==> src/rtl/status_reg_unit.sv <==
module status_reg_unit #(
  parameter int SYS_W = 24,
  parameter int LO_W  = 32,
  parameter int STICKY = 4
) (
  input  logic        clk,
  input  logic        rst_n,
  input  logic [2:0]  op_i,
  input  logic [31:0] mask_i,
  input  logic [1:0]  priv_i,
  input  logic        fp_wr_i,
  input  logic [63:0] saved_i,
  output logic [63:0] stat_o,
  output logic [63:0] rdata_o,
  output logic        fault_o
);
  localparam logic [2:0] OP_SET = 3'd1, OP_CLR = 3'd2, OP_WLO = 3'd3,
                         OP_RD  = 3'd4, OP_RST = 3'd5;
  localparam logic [63:0] VIEW = {27'd0, 2'b11, 3'd0, {LO_W{1'b1}}};

  logic [63:0] stat_q, rdata_q, nxt;
  logic        fault_q, wr_sticky;

  wire is_priv = (op_i >= OP_SET) && (op_i <= OP_RST);
  wire allowed = is_priv && (priv_i == 2'd0);

  always_comb begin
    nxt = stat_q;
    wr_sticky = 1'b0;
    if (allowed) begin
      case (op_i)
        OP_SET: begin
          nxt[SYS_W-1:0] = stat_q[SYS_W-1:0] | mask_i[SYS_W-1:0];
          wr_sticky = mask_i[STICKY];
        end
        OP_CLR: begin
          nxt[SYS_W-1:0] = stat_q[SYS_W-1:0] & ~mask_i[SYS_W-1:0];
          wr_sticky = mask_i[STICKY];
        end
        OP_WLO: begin
          nxt[LO_W-1:0] = mask_i[LO_W-1:0];
          wr_sticky = 1'b1;
        end
        OP_RST: begin
          nxt = saved_i;
          wr_sticky = 1'b1;
        end
        default: ;
      endcase
    end
    if (fp_wr_i && !wr_sticky) nxt[STICKY] = 1'b1;
    nxt[0] = 1'b0;
  end

  always_ff @(posedge clk) begin
    if (!rst_n) begin
      stat_q  <= '0;
      rdata_q <= '0;
      fault_q <= 1'b0;
    end else begin
      stat_q  <= nxt;
      fault_q <= is_priv && !allowed;
      if (allowed && op_i == OP_RD) rdata_q <= stat_q & VIEW;
    end
  end

  assign stat_o  = stat_q;
  assign rdata_o = rdata_q;
  assign fault_o = fault_q;

  assert_bit0_zero_R8: assert property (@(posedge clk) disable iff (!rst_n)
    stat_q[0] == 1'b0);

  assert_fault_freezes_R7: assert property (@(posedge clk) disable iff (!rst_n)
    (is_priv && priv_i != 2'd0 && !fp_wr_i) |=> (fault_o && $stable(stat_q) && $stable(rdata_q)));

  assert_no_fault_idle_R7: assert property (@(posedge clk) disable iff (!rst_n)
    !is_priv |=> !fault_o);

  assert_mask_upper_kept_R2: assert property (@(posedge clk) disable iff (!rst_n)
    ((op_i == OP_SET || op_i == OP_CLR) && priv_i == 2'd0) |=> stat_q[63:SYS_W] == $past(stat_q[63:SYS_W]));

  assert_wlo_R4: assert property (@(posedge clk) disable iff (!rst_n)
    (op_i == OP_WLO && priv_i == 2'd0) |=>
      (stat_q[63:LO_W] == $past(stat_q[63:LO_W]) && stat_q[LO_W-1:1] == $past(mask_i[LO_W-1:1])));

  assert_restore_R6: assert property (@(posedge clk) disable iff (!rst_n)
    (op_i == OP_RST && priv_i == 2'd0) |=> stat_q[63:1] == $past(saved_i[63:1]));

  assert_read_hidden_R5: assert property (@(posedge clk) disable iff (!rst_n)
    (op_i == OP_RD && priv_i == 2'd0) |=> (rdata_q[63:37] == '0 && rdata_q[34:32] == '0 &&
      rdata_q[31:0] == $past(stat_q[31:0])));

  assert_sticky_set_R9: assert property (@(posedge clk) disable iff (!rst_n)
    (fp_wr_i && !is_priv) |=> stat_q[STICKY]);
endmodule

==> config.mk <==
export PLATFORM = sky130hd
export DESIGN_NAME = status_reg_unit
export DESIGN_NICKNAME = d
export VERILOG_FILES = /design/src/rtl/status_reg_unit.sv
export SDC_FILE = /design/constraint.sdc
export NUM_CORES = 1
export LEC_CHECK = 0
export ABC_AREA = 1
export BUFFER_PORTS_ARGS = -buffer_cell sky130_fd_sc_hd__buf_2
export CAP_MARGIN = 5
export CORE_ASPECT_RATIO = 1.25
export CORE_UTILIZATION = 40
export CTS_BUF_LIST = sky130_fd_sc_hd__clkbuf_8
export DETAILED_ROUTE_END_ITERATION = 7
export GPL_TIMING_DRIVEN = 0
export PLACE_DENSITY = 0.76
export SLEW_MARGIN = 20
export SYNTH_ARGS = -nofsm -noshare
export SYNTH_HDL_FRONTEND = slang
export SYNTH_SLANG_ARGS = --single-unit
==> constraint.sdc <==
create_clock -name clk -period 1.1 [get_ports clk]
set_clock_uncertainty 0.2 [all_clocks]
set_input_delay 0.165 -clock clk [delete_from_list [all_inputs] [get_ports clk]]
set_output_delay 0.165 -clock clk [all_outputs]
set_load 0.005 [all_outputs]
After elaboration in Yosys (flattened, before gate mapping)
Cells that the tools add are included.
- register bits after elaboration: 99
- bits of input ports: 104
- output and inout bits: 129
- word-level logic and storage cells: 42
- order comparisons: 2
- equal/unequal tests: 5
- multiplexer cells: 7
- bitwise logic cells: 3
- reductions and logical operators: 18
- operators by type and width (cell ; number):
    $pmux W24 S4 ; 1
    $mux W64 ; 1
    $mux W32 ; 1
    $and A24 B24 Y24 ; 1
    $not A24 Y24 ; 1
    $or A24 B24 Y24 ; 1
    $pmux W8 S2 ; 1
    $reduce_and A2 Y1 ; 4
    $eq A3 B2 Y1 const B ; 2
    $eq A3 B3 Y1 const B ; 2
    $logic_and A1 B1 Y1 ; 5
    $reduce_bool A5 Y1 ; 1
    $reduce_bool A2 Y1 ; 2
    $reduce_bool A4 Y1 ; 1
    $reduce_or A2 Y1 ; 2
    $eq A3 B1 Y1 const B ; 1
    $ge A3 B1 Y1 const B ; 1
    $le A3 B3 Y1 const B ; 1
    $logic_not A1 Y1 ; 2
    $logic_not A2 Y1 ; 1
    $mux W1 ; 2
    $pmux W1 S2 ; 1

Logic depth before layout (Yosys ltp)
Gate-level depths: netlist (run 1).
- depth in word-level cells: 8
- mapped depth: 9
- depth with buffers taken out: 8

Worst setup path before layout (run 1)
Ideal clock, no wire load.
- path kind: input to register
- start: in op_i[2]
- end: reg stat_q[10], in the netlist stat_o[10]
- library setup time: 0.132 ns
- arrival: 0.902 ns
- data required time: 0.768 ns
- slack: -0.135 ns
- stages on the path: 9
- path buffers: 1
- cell sequence: inv_1 > nand2_1 > nand2_1 > nand2_1 > inv_2 > buf_2 > nand2_1 > nand2_1 > a21oi_1
- cells in the longest elaborated chain, start to end: 4
- elaborated cells on any way between the ends: 11
- classes of those cells: 2 x order compare; 4 x eq/ne; 1 x mux; 4 x reduce/logical
- RTL lines (element ; RTL line ; source):
    start: declaration ; 8 ; input logic [2:0] op_i,
    $ge A3 B1 Y1 / $le A3 B3 Y1 (equally long branches) ; 24 ; wire is_priv = (op_i >= OP_SET) && (op_i <= OP_RST);
    $logic_and A1 B1 Y1 ; 24 ;
    $logic_and A1 B1 Y1 ; 25 ; wire allowed = is_priv && (priv_i == 2'd0);
    $reduce_and A2 Y1 (no source line) ; -- ;
    end signal: assignment ; 61 ; stat_q <= nxt;
    end: declaration ; 21 ; logic [63:0] stat_q, rdata_q, nxt;
Parallel ways exist; a longest one is shown, timed or not.
A chain may end at the register's enable or synchronous reset.

Worst setup path after layout (run 1)
- start: reg stat_q[4], in the netlist stat_o[4]
- end: out stat_o[4]
- RTL lines (element ; RTL line ; source):
    end: declaration ; 13 ; output logic [63:0] stat_o,
No word-level cell between the ends.

==> results of run 1 <==
==> layer usage <==
metal	wire (µm)	track usage, %	up-vias
li1	-	-	2620
met1	6480	31.7	2558
met4	727	14.9	2
met2	9190	51.5	334
met5	13	0	-
met3	1400	7.36	76
==> what timing repair did <==
item | in CTS | in global routing
hold endpoints to repair | 70 | 7
cloned | 0 | 6
setup buffers | 32 | 10
hold buffers | 92 | 1
gates resized for setup | 127 | 157
setup endpoints to repair | 185 | 180
pin swaps | 4 | 36
==> sequential cells by signal (all words and copies together), names as in the netlist <==
name     flops
fault_o      1
stat_o      63
rdata_o     33
==> metrics by stage <==
| step | area, µm² | setup slack (ps) | instances |
|---|---|---|---|
| after global placement | 5650 | -601 | 975 |
| after global routing | 7900 | -155 | 1123 |
| after CTS | 7320 | -126 | 1114 |
| final | 7900 | -116 | 1124 |
| after detailed placement | 5650 | -583 | 975 |
| after floorplan | 4500 | -53.9 | 648 |
==> worst min path at each step <==
stage,to,cells past startpoint
2_1_floorplan,stat_o[42]$_SDFFE_PN0P_,2
3_5_place_dp,stat_o[35]$_SDFFE_PN0P_,3
5_1_grt,stat_o[4]$_SDFFE_PN0P_,5
3_3_place_gp,stat_o[39]$_SDFFE_PN0P_,3
6_report,stat_o[4]$_SDFFE_PN0P_,5
4_1_cts,stat_o[4]$_SDFFE_PN0P_,5
==> report_power, final <==
part           total [µW]  leakage, µW  switching (µW)  internal (µW)
registers            3650     0.000833            54.8           3600
logic                1430      0.00294             642            783
clock network        2830     0.000124            1320           1520
==> area by class of cell <==
type	count	area (µm²)
fillers	665	2360
inverters	33	171
multi-input cells	451	2060
plain buffers	66	569
flip-flops and latches	97	2070
clock buffers	9	124
well taps	129	161
clock inverters	7	118
diodes	4	10.0
repair buffers	328	2620
==> synthesized netlist by cell type, drive strengths merged <==
cell | n | area share [%]
a21oi | 39 | 4.6
buf | 52 | 9.1
clkbuf | 15 | 1.3
clkinv | 1 | 0.20
conb | 1 | 0.087
dfxtp | 97 | 45
inv | 32 | 2.8
nand2 | 139 | 12
nand3 | 7 | 0.93
nor2 | 145 | 13
o21ai | 89 | 10
==> cells by family (layout without fill, tap and decap cells) <==
kind of cell / Yosys count / in the layout / synth area share [%]
compound gates: 128 / 128 / 14.9
buf+inv: 100 / 443 / 13.5
flops: 97 / 97 / 45.3
other cells: 1 / 36 / 0.0875
simple gates: 291 / 291 / 26.2
==> impl_metrics.py, run 1 <==
metrics = {
    "timing": {
        "fmax_mhz": 823,
        "final_max_slew_viol_count": 0,
        "finalWorstSetupSlack_ps": -116,
        "rsz0062_at_grt": "yes",
        "timing.final.crit_share_pct": 111,
        "finalSetupViolCount": 107,
        "timing.final.hold_violations": 8,
        "period_needed_ps": 1220,
        "max_slew_headroom_pct": 56.7,
        "hold_ws_ps": -46.0,
        "worst-slew-pin-transition_ps": 650,
        "setup-tns-final_ps": -8140,
    },
    "worst_hold_path": {
        "holdCritStartpoint": "fp_wr_i",
        "worstHoldPathType": "in -> reg",
    },
    "setup_path": {
        "cp_top_family": "flip-flops",
        "timing.critical_path.slowest_cell_delay_ps": 370,
        "crit_required_ps": 730,
        "critical_path.endpoint_type": "primary output",
        "worstSetupPathType": "reg -> out",
        "crit_start": "stat_o[4]$_SDFFE_PN0P_",
        "cpMaxStageDelayCell": "sky130_fd_sc_hd__dfxtp_4",
        "path_cells": "buf_6",
        "critical_path.reg2reg.startpoint": "stat_o[4]$_SDFFE_PN0P_",
        "cp-start-kind": "register",
        "r2r_slack_ps": -30,
        "r2r-end": "stat_o[4]$_SDFFE_PN0P_",
        "worst-endpoint-arrival_ps": 850,
        "worst-path-max-fanout": 3,
        "worst-r2r-cell-count": 5,
        "worst_setup_path_endpoint": "stat_o[4]",
        "cp.depth": 1,
        "worst-path-buf-inv": 1,
    },
    "clock_network": {
        "insertion_delay_ps": 370,
        "clk_transition_reported_paths_ps": 100,
        "clockBufferDepth": 2,
        "cts.htree.levels": 3,
        "numCtsBuffers": 9,
        "cts.root.buffer_cell": "sky130_fd_sc_hd__clkbuf_8",
        "clkSinkCount": 97,
        "clock_tree_from_tritoncts": "built",
    },
    "global_routing": {
        "grt_start_max_net_pins": 17,
        "antenna_found_initial": 4,
        "grt_use_total_pct": 29.3,
        "vias_in_the_first_global_route": 5438,
        "grt_overflow_total": 0,
        "wire_length_of_the_first_global_routing_pass_mm": 25.6,
    },
    "floorplanning": {
        "fp.dieW_um": 94.6,
        "dieArea_mm2": 0.0111,
        "fp.coreArea_mm2": 0.0103,
        "chipHeight_um": 118,
        "starting_density_of_the_core_pct": 41.8,
        "floorplan.rows": 41,
        "top_level_ports": 233,
    },
    "final_layout": {
        "final_nets": 1090,
        "post_route_cells_drive_above_1_share_pct": 48.2,
        "areaGrowthSynthToFinish_pct": 84.2,
        "mostFrequentLayoutCells": "138 x sky130_fd_sc_hd__buf_2, 132 x sky130_fd_sc_hd__nor2_1, 130 x sky130_fd_sc_hd__nand2_1",
        "final_common_cell": "sky130_fd_sc_hd__buf_2",
        "final_core_util_pct": 77.0,
    },
    "placement": {
        "dpl.hpwl_mm": 9.23,
        "port_buffers": 198,
        "routabilityCongestion": 0.783,
    },
    "routing": {
        "detail-route-antenna-nets": 0,
        "detailedRoute.firstPassIterationCount": 7,
        "first_iter_violations": 313,
        "routed-via-count": 5590,
        "wl_per_cell_um": 15.9,
        "route.detailed.drc": 0,
        "post_drt_via_cell_ratio": 4.97,
        "route.final.wire_length_mm": 17.8,
    },
    "yosys": {
        "ys_warn_count": 0,
        "ys_seq_elements": 97,
        "syn_area_per_cell_um2": 6.95,
        "syn-instance-count": 617,
        "synth.lib_cells_used.distinct": 18,
        "ys_seq_area_share_pct": 45.3,
        "syn-cell-area_mm2": 0.00429,
    },
    "power_and_ir_drop": {
        "power.leakage_uw": 0.00389,
        "power_per_cell_area_mw_per_mm2": 1000,
        "total_power_uw": 7910,
        "ir_drop_v": 0.000788,
    },
    "status": {
        "failing_checks": "hold timing, setup timing",
        "status": "finished with violations",
    },
    "flow_run": {
        "max-cap-violations": 0,
    },
}
Note: power is estimated with default switching activity, not from simulation.
==> run 2, diff against run 1 <==
--- a/config.mk
+++ b/config.mk
@@ -8,7 +8,7 @@
 export ABC_AREA = 1
 export BUFFER_PORTS_ARGS = -buffer_cell sky130_fd_sc_hd__buf_2
 export CAP_MARGIN = 5
-export CORE_ASPECT_RATIO = 1.25
+export CORE_ASPECT_RATIO = 0.6
 export CORE_UTILIZATION = 40
 export CTS_BUF_LIST = sky130_fd_sc_hd__clkbuf_8
 export DETAILED_ROUTE_END_ITERATION = 7
==> impl_metrics.py, run 2 (same netlist as run 1, synthesis figures left out) <==
metrics = {
    "final_layout": {
        "final_cell_area_mm2": 0.00807,
        "layout.cells.non_filler": 1136,
        "flip_flop_count_of_the_largest_register_after_layout": 63,
        "register_area_mm2": 0.00206,
        "areaGrowthSynthToFinish_pct": 88.1,
        "antenna-diode-count": 0,
        "mostFrequentLayoutCells": "134 x sky130_fd_sc_hd__nor2_1, 131 x sky130_fd_sc_hd__nand2_1, 127 x sky130_fd_sc_hd__buf_2",
        "final_common_cell": "sky130_fd_sc_hd__nor2_1",
        "final_nets": 1100,
        "area_used_by_multi_input_combinational_logic_mm2": 0.00204,
        "fill_cells": 700,
        "post_route_cells_drive_above_1_share_pct": 47.6,
    },
    "floorplanning": {
        "starting_density_of_the_core_pct": 42.4,
        "floorplan.rows": 28,
        "chipHeight_um": 82.2,
        "fp.coreArea_mm2": 0.0101,
        "dieArea_mm2": 0.0112,
        "top_level_ports": 233,
        "fp.dieW_um": 136,
    },
    "power_and_ir_drop": {
        "power.leakage_uw": 0.00392,
        "ir_drop_v": 0.000603,
        "total_power_uw": 7360,
        "power_per_cell_area_mw_per_mm2": 912,
    },
    "timing": {
        "max_slew_headroom_pct": 56.5,
        "finalSetupViolCount": 117,
        "rsz0062_at_grt": "yes",
        "period_needed_ps": 1210,
        "worst-slew-pin-transition_ps": 653,
        "finalWorstSetupSlack_ps": -107,
        "final_max_slew_viol_count": 0,
        "fmax_mhz": 829,
        "timing.final.crit_share_pct": 110,
        "timing.final.hold_violations": 0,
    },
    "global_routing": {
        "grt_use_total_pct": 27.7,
        "antenna_found_initial": 0,
        "wire_length_of_the_first_global_routing_pass_mm": 23.5,
        "vias_in_the_first_global_route": 4849,
        "grt_start_max_net_pins": 19,
        "grt_overflow_total": 0,
    },
    "setup_path": {
        "worst-path-buf-inv": 1,
        "cp.depth": 1,
        "r2r_slack_ps": 0,
        "worst-endpoint-arrival_ps": 840,
        "r2r-end": "stat_o[4]$_SDFFE_PN0P_",
        "cpMaxStageDelayCell": "sky130_fd_sc_hd__dfxtp_4",
        "critical_path.endpoint_type": "primary output",
        "worstSetupPathType": "reg -> out",
        "timing.critical_path.slowest_cell_delay_ps": 370,
        "worst-path-max-fanout": 4,
        "worst-r2r-cell-count": 4,
        "crit_required_ps": 730,
        "cp-start-kind": "register",
        "critical_path.reg2reg.startpoint": "stat_o[4]$_SDFFE_PN0P_",
        "cp_top_family": "flip-flops",
        "path_cells": "buf_6",
    },
    "clock_network": {
        "cts.root.buffer_cell": "sky130_fd_sc_hd__clkbuf_8",
        "clock_tree_from_tritoncts": "built",
        "numCtsBuffers": 9,
        "clk_transition_reported_paths_ps": 90,
        "clockBufferDepth": 2,
        "insertion_delay_ps": 360,
        "clkSinkCount": 97,
        "cts.htree.levels": 3,
    },
    "status": {
        "status": "finished with violations",
        "failing_checks": "setup timing",
    },
    "flow_run": {
        "max-cap-violations": 0,
    },
    "placement": {
        "numPlacedInstances": 981,
        "preCtsSetupSlack_ps": -513,
        "post_dp_cell_area_mm2": 0.00566,
        "dpl.hpwl_mm": 9.89,
        "port_buffers": 198,
        "routabilityCongestion": 0.807,
    },
    "worst_hold_path": {
        "worstHoldPathType": "in -> reg",
        "holdCritStartpoint": "fp_wr_i",
        "min_to": "stat_o[4]$_SDFFE_PN0P_",
        "hold_depth": 5,
    },
    "routing": {
        "first_iter_violations": 290,
        "post_drt_via_cell_ratio": 4.84,
        "detailedRoute.firstPassIterationCount": 4,
        "route.final.wire_length_mm": 18.2,
        "routed-via-count": 5502,
        "route.detailed.drc": 0,
        "detail-route-antenna-nets": 0,
        "wl_per_cell_um": 16.0,
    },
}
[run 2: area by class of cell]
class | count | share of cell area (%)
Sequential cell | 97 | 25.6
Clock buffer | 9 | 1.54
Buffer | 66 | 7.21
Multi-Input combinational cell | 451 | 25.3
Clock inverter | 7 | 0.745
Timing Repair Buffer | 338 | 35.3
Inverter | 33 | 2.16
Tap cell | 135 | 2.09
[run 2: how the worst max path moves through the flow]
| stage | startpoint | endpoint | slack (ps) |
|---|---|---|---|
| CTS | stat_o[4]$_SDFFE_PN0P_ | stat_o[4] | -120 |
| finish | stat_o[4]$_SDFFE_PN0P_ | stat_o[4] | -110 |
| detailed placement | op_i[1] | rdata_o[25]$_SDFFE_PN0P_ | -510 |
| global route | stat_o[4]$_SDFFE_PN0P_ | stat_o[4] | -140 |
| floorplan | op_i[1] | stat_o[24]$_SDFFE_PN0P_ | -50 |
| global placement | rst_n | stat_o[45]$_SDFFE_PN0P_ | -470 |
[run 2: report_power, final]
part	switching [µW]	internal (µW)	total, µW
combinational	660	819	1480
clock	1360	868	2230
sequential	56.8	3600	3660
[run 2: stage by stage]
step	hold slack (ps)	utilization (%)	TNS (ps)
floorplan	99.8	-	-3260
global placement	189	55.9	-37230
detailed placement	195	55.9	-39590
CTS	-60.5	71.8	-8880
global route	17.6	79.7	-12810
finish	2.22	79.7	-8030
[run 2: tightest hold or removal path, delay by kind of cell]
family / cells / cell delay (ps)
buffers and inverters: 1 / 80
AOI/OAI and AO/OA: 1 / 70
and+or+nand+nor: 3 / 200
[run 2: repair_timing]
| item | CTS | global route |
|---|---|---|
| pin swaps | 0 | 41 |
| endpoints found under the hold margin | 70 | 6 |
| gates resized for setup | 122 | 179 |
| hold buffers | 95 | 1 |
| setup endpoints to repair | 174 | 174 |
| gates cloned | 0 | 9 |
| buffers inserted | 26 | 15 |
[run 2: routing by layer]
| layer | GRT usage [%] | vias up | routed length [µm] |
|---|---|---|---|
| met3 | 6.72 | 34 | 1340 |
| met1 | 33.8 | 2549 | 7560 |
| met5 | 0 | - | 0 |
| li1 | - | 2646 | - |
| met4 | 8.31 | 0 | 367 |
| met2 | 48.8 | 273 | 8920 |
==> run 3, diff against run 2 <==
--- a/config.mk
+++ b/config.mk
@@ -7,8 +7,8 @@
 export LEC_CHECK = 0
 export ABC_AREA = 1
 export BUFFER_PORTS_ARGS = -buffer_cell sky130_fd_sc_hd__buf_2
-export CAP_MARGIN = 5
-export CORE_ASPECT_RATIO = 0.6
+export CAP_MARGIN = 20
+export CORE_ASPECT_RATIO = 0.8
 export CORE_UTILIZATION = 40
 export CTS_BUF_LIST = sky130_fd_sc_hd__clkbuf_8
 export DETAILED_ROUTE_END_ITERATION = 7
==> impl_metrics.py, run 3 (same netlist as run 1, synthesis figures left out) <==
metrics = {
    "status": {
        "status": "finished with violations",
        "failing_checks": "hold timing, setup timing",
    },
    "power_and_ir_drop": {
        "internal_power_uw": 5770,
        "power_per_cell_area_mw_per_mm2": 950,
        "power.net_switching_uw": 2030,
        "power_share_of_the_clock_group_pct": 34.1,
        "pwr-share-seq_pct": 46.8,
        "ir_drop_v": 0.000646,
        "comb_power_share_pct": 19.1,
        "power.share.switching_pct": 26.0,
        "power.leakage_uw": 0.00390,
    },
    "placement": {
        "dpl.hpwl_mm": 9.19,
        "preCtsSetupSlack_ps": -516,
        "routabilityCongestion": 0.786,
        "numPlacedInstances": 986,
        "port_buffers": 198,
    },
    "setup_path": {
        "worstSetupPathType": "in -> reg",
        "r2r_slack_ps": -20,
        "worst-path-max-fanout": 6,
        "crit_required_ps": 1180,
        "critical_path.reg2reg.startpoint": "stat_o[4]$_SDFFE_PN0P_",
        "worst-endpoint-arrival_ps": 1290,
        "crit_start": "op_i[1]",
        "critical_path.endpoint_type": "register",
        "cp-start-kind": "input port",
    },
    "global_routing": {
        "vias_in_the_first_global_route": 4940,
        "grt_overflow_total": 0,
        "grt_use_total_pct": 27.2,
        "grt_start_max_net_pins": 17,
        "wire_length_of_the_first_global_routing_pass_mm": 24.0,
        "antenna_found_initial": 0,
    },
    "final_layout": {
        "fill_cells": 664,
        "layout.cells.non_filler": 1133,
        "flip_flop_count_of_the_largest_register_after_layout": 63,
        "antenna-diode-count": 0,
        "post_route_cells_drive_above_1_share_pct": 52.6,
        "areaGrowthSynthToFinish_pct": 91.4,
        "mostFrequentLayoutCells": "135 x sky130_fd_sc_hd__buf_2, 121 x sky130_fd_sc_hd__nand2_1, 115 x sky130_fd_sc_hd__nor2_1",
        "final_common_cell": "sky130_fd_sc_hd__buf_2",
        "register_area_mm2": 0.00206,
        "area_used_by_multi_input_combinational_logic_mm2": 0.00223,
        "final_nets": 1092,
    },
    "floorplanning": {
        "top_level_ports": 233,
        "starting_density_of_the_core_pct": 41.5,
        "chipHeight_um": 94.6,
        "dieArea_mm2": 0.0111,
        "fp.coreArea_mm2": 0.0103,
        "floorplan.rows": 33,
        "fp.dieW_um": 118,
    },
    "clock_network": {
        "clk_transition_reported_paths_ps": 100,
        "cts.htree.levels": 3,
        "clkSinkCount": 97,
        "clockBufferDepth": 2,
        "numCtsBuffers": 9,
        "cts.root.buffer_cell": "sky130_fd_sc_hd__clkbuf_8",
        "clock_tree_from_tritoncts": "built",
        "insertion_delay_ps": 360,
    },
    "routing": {
        "first_iter_violations": 320,
        "post_drt_via_cell_ratio": 4.79,
        "route.final.wire_length_mm": 17.5,
        "routed-via-count": 5422,
        "detail-route-antenna-nets": 0,
        "route.detailed.drc": 0,
        "detailedRoute.firstPassIterationCount": 4,
        "wl_per_cell_um": 15.5,
    },
    "worst_hold_path": {
        "worstHoldPathType": "in -> reg",
        "holdCritStartpoint": "fp_wr_i",
    },
    "timing": {
        "timing.final.crit_share_pct": 110,
        "finalWorstSetupSlack_ps": -108,
        "setup-tns-final_ps": -8410,
        "max_slew_headroom_pct": 52.3,
        "timing.final.hold_violations": 2,
        "fmax_mhz": 828,
        "period_needed_ps": 1210,
        "final_max_slew_viol_count": 0,
        "finalSetupViolCount": 145,
        "worst-slew-pin-transition_ps": 715,
        "hold_ws_ps": -12.2,
        "rsz0062_at_grt": "yes",
    },
    "flow_run": {
        "max-cap-violations": 0,
    },
}
run 3: final cells by class:
class | count | area share, %
repair buffers | 329 | 33.4
inverters | 33 | 2.03
clock buffers | 10 | 1.68
multi-input cells | 451 | 27.2
flip-flops and latches | 97 | 25.1
well taps | 140 | 2.13
plain buffers | 67 | 7.42
clock inverters | 6 | 1.10
run 3: power groups by stage:
stage | clock [µW] | combinational (µW) | sequential [µW]
2_1_floorplan | 0 | 498 | 3710
3_3_place_gp | 0 | 872 | 3710
3_5_place_dp | 0 | 877 | 3710
4_1_cts | 2680 | 1210 | 3640
5_1_grt | 2870 | 1600 | 3660
6_report | 2660 | 1490 | 3650
run 3: final timing paths:
check	cells past startpoint	to
setup / recovery	9	stat_o[50]$_SDFFE_PN0P_
hold reg to reg	2	rdata_o[26]$_SDFFE_PN0P_
setup reg to reg	5	stat_o[4]$_SDFFE_PN0P_
hold / removal	5	stat_o[4]$_SDFFE_PN0P_
run 3: worst max-delay path, stage by stage:
cell and delay, ps:
sky130_fd_sc_hd__buf_12 120, sky130_fd_sc_hd__inv_12 50, sky130_fd_sc_hd__nand3_4 80, sky130_fd_sc_hd__buf_12 150, sky130_fd_sc_hd__nor2_8 220, sky130_fd_sc_hd__buf_6 150, sky130_fd_sc_hd__buf_8 120, sky130_fd_sc_hd__o21ai_2 60
sky130_fd_sc_hd__nor2_2 170
run 3: what timing repair did:
action / CTS / global route
cloned: 0 / 7
endpoints found under the setup margin: 168 / 188
setup buffers: 27 / 17
hold endpoints to repair: 63 / 1
gates resized for setup: 129 / 216
hold buffers: 91 / 1
pin swaps: 4 / 55
run 3: routing by layer:
metal	vias to the layer above	GRT usage [%]	routed length, µm
met4	0	13.2	889
met3	75	5.19	1090
met1	2439	31.6	6920
li1	2629	-	-
met2	279	48.5	8600
met5	-	0	0
run 3: stage by stage:
stage               power, µW  hold slack [ps]  instance area [µm²]  util, %
floorplan                4210             99.8                 4500        -
global placement         4580              185                 5670     54.9
detailed placement       4590              189                 5670     54.9
CTS                      7530            -32.2                 7310     70.8
global route             8130            -12.7                 8210     79.5
finish                   7800            -12.2                 8210     79.5
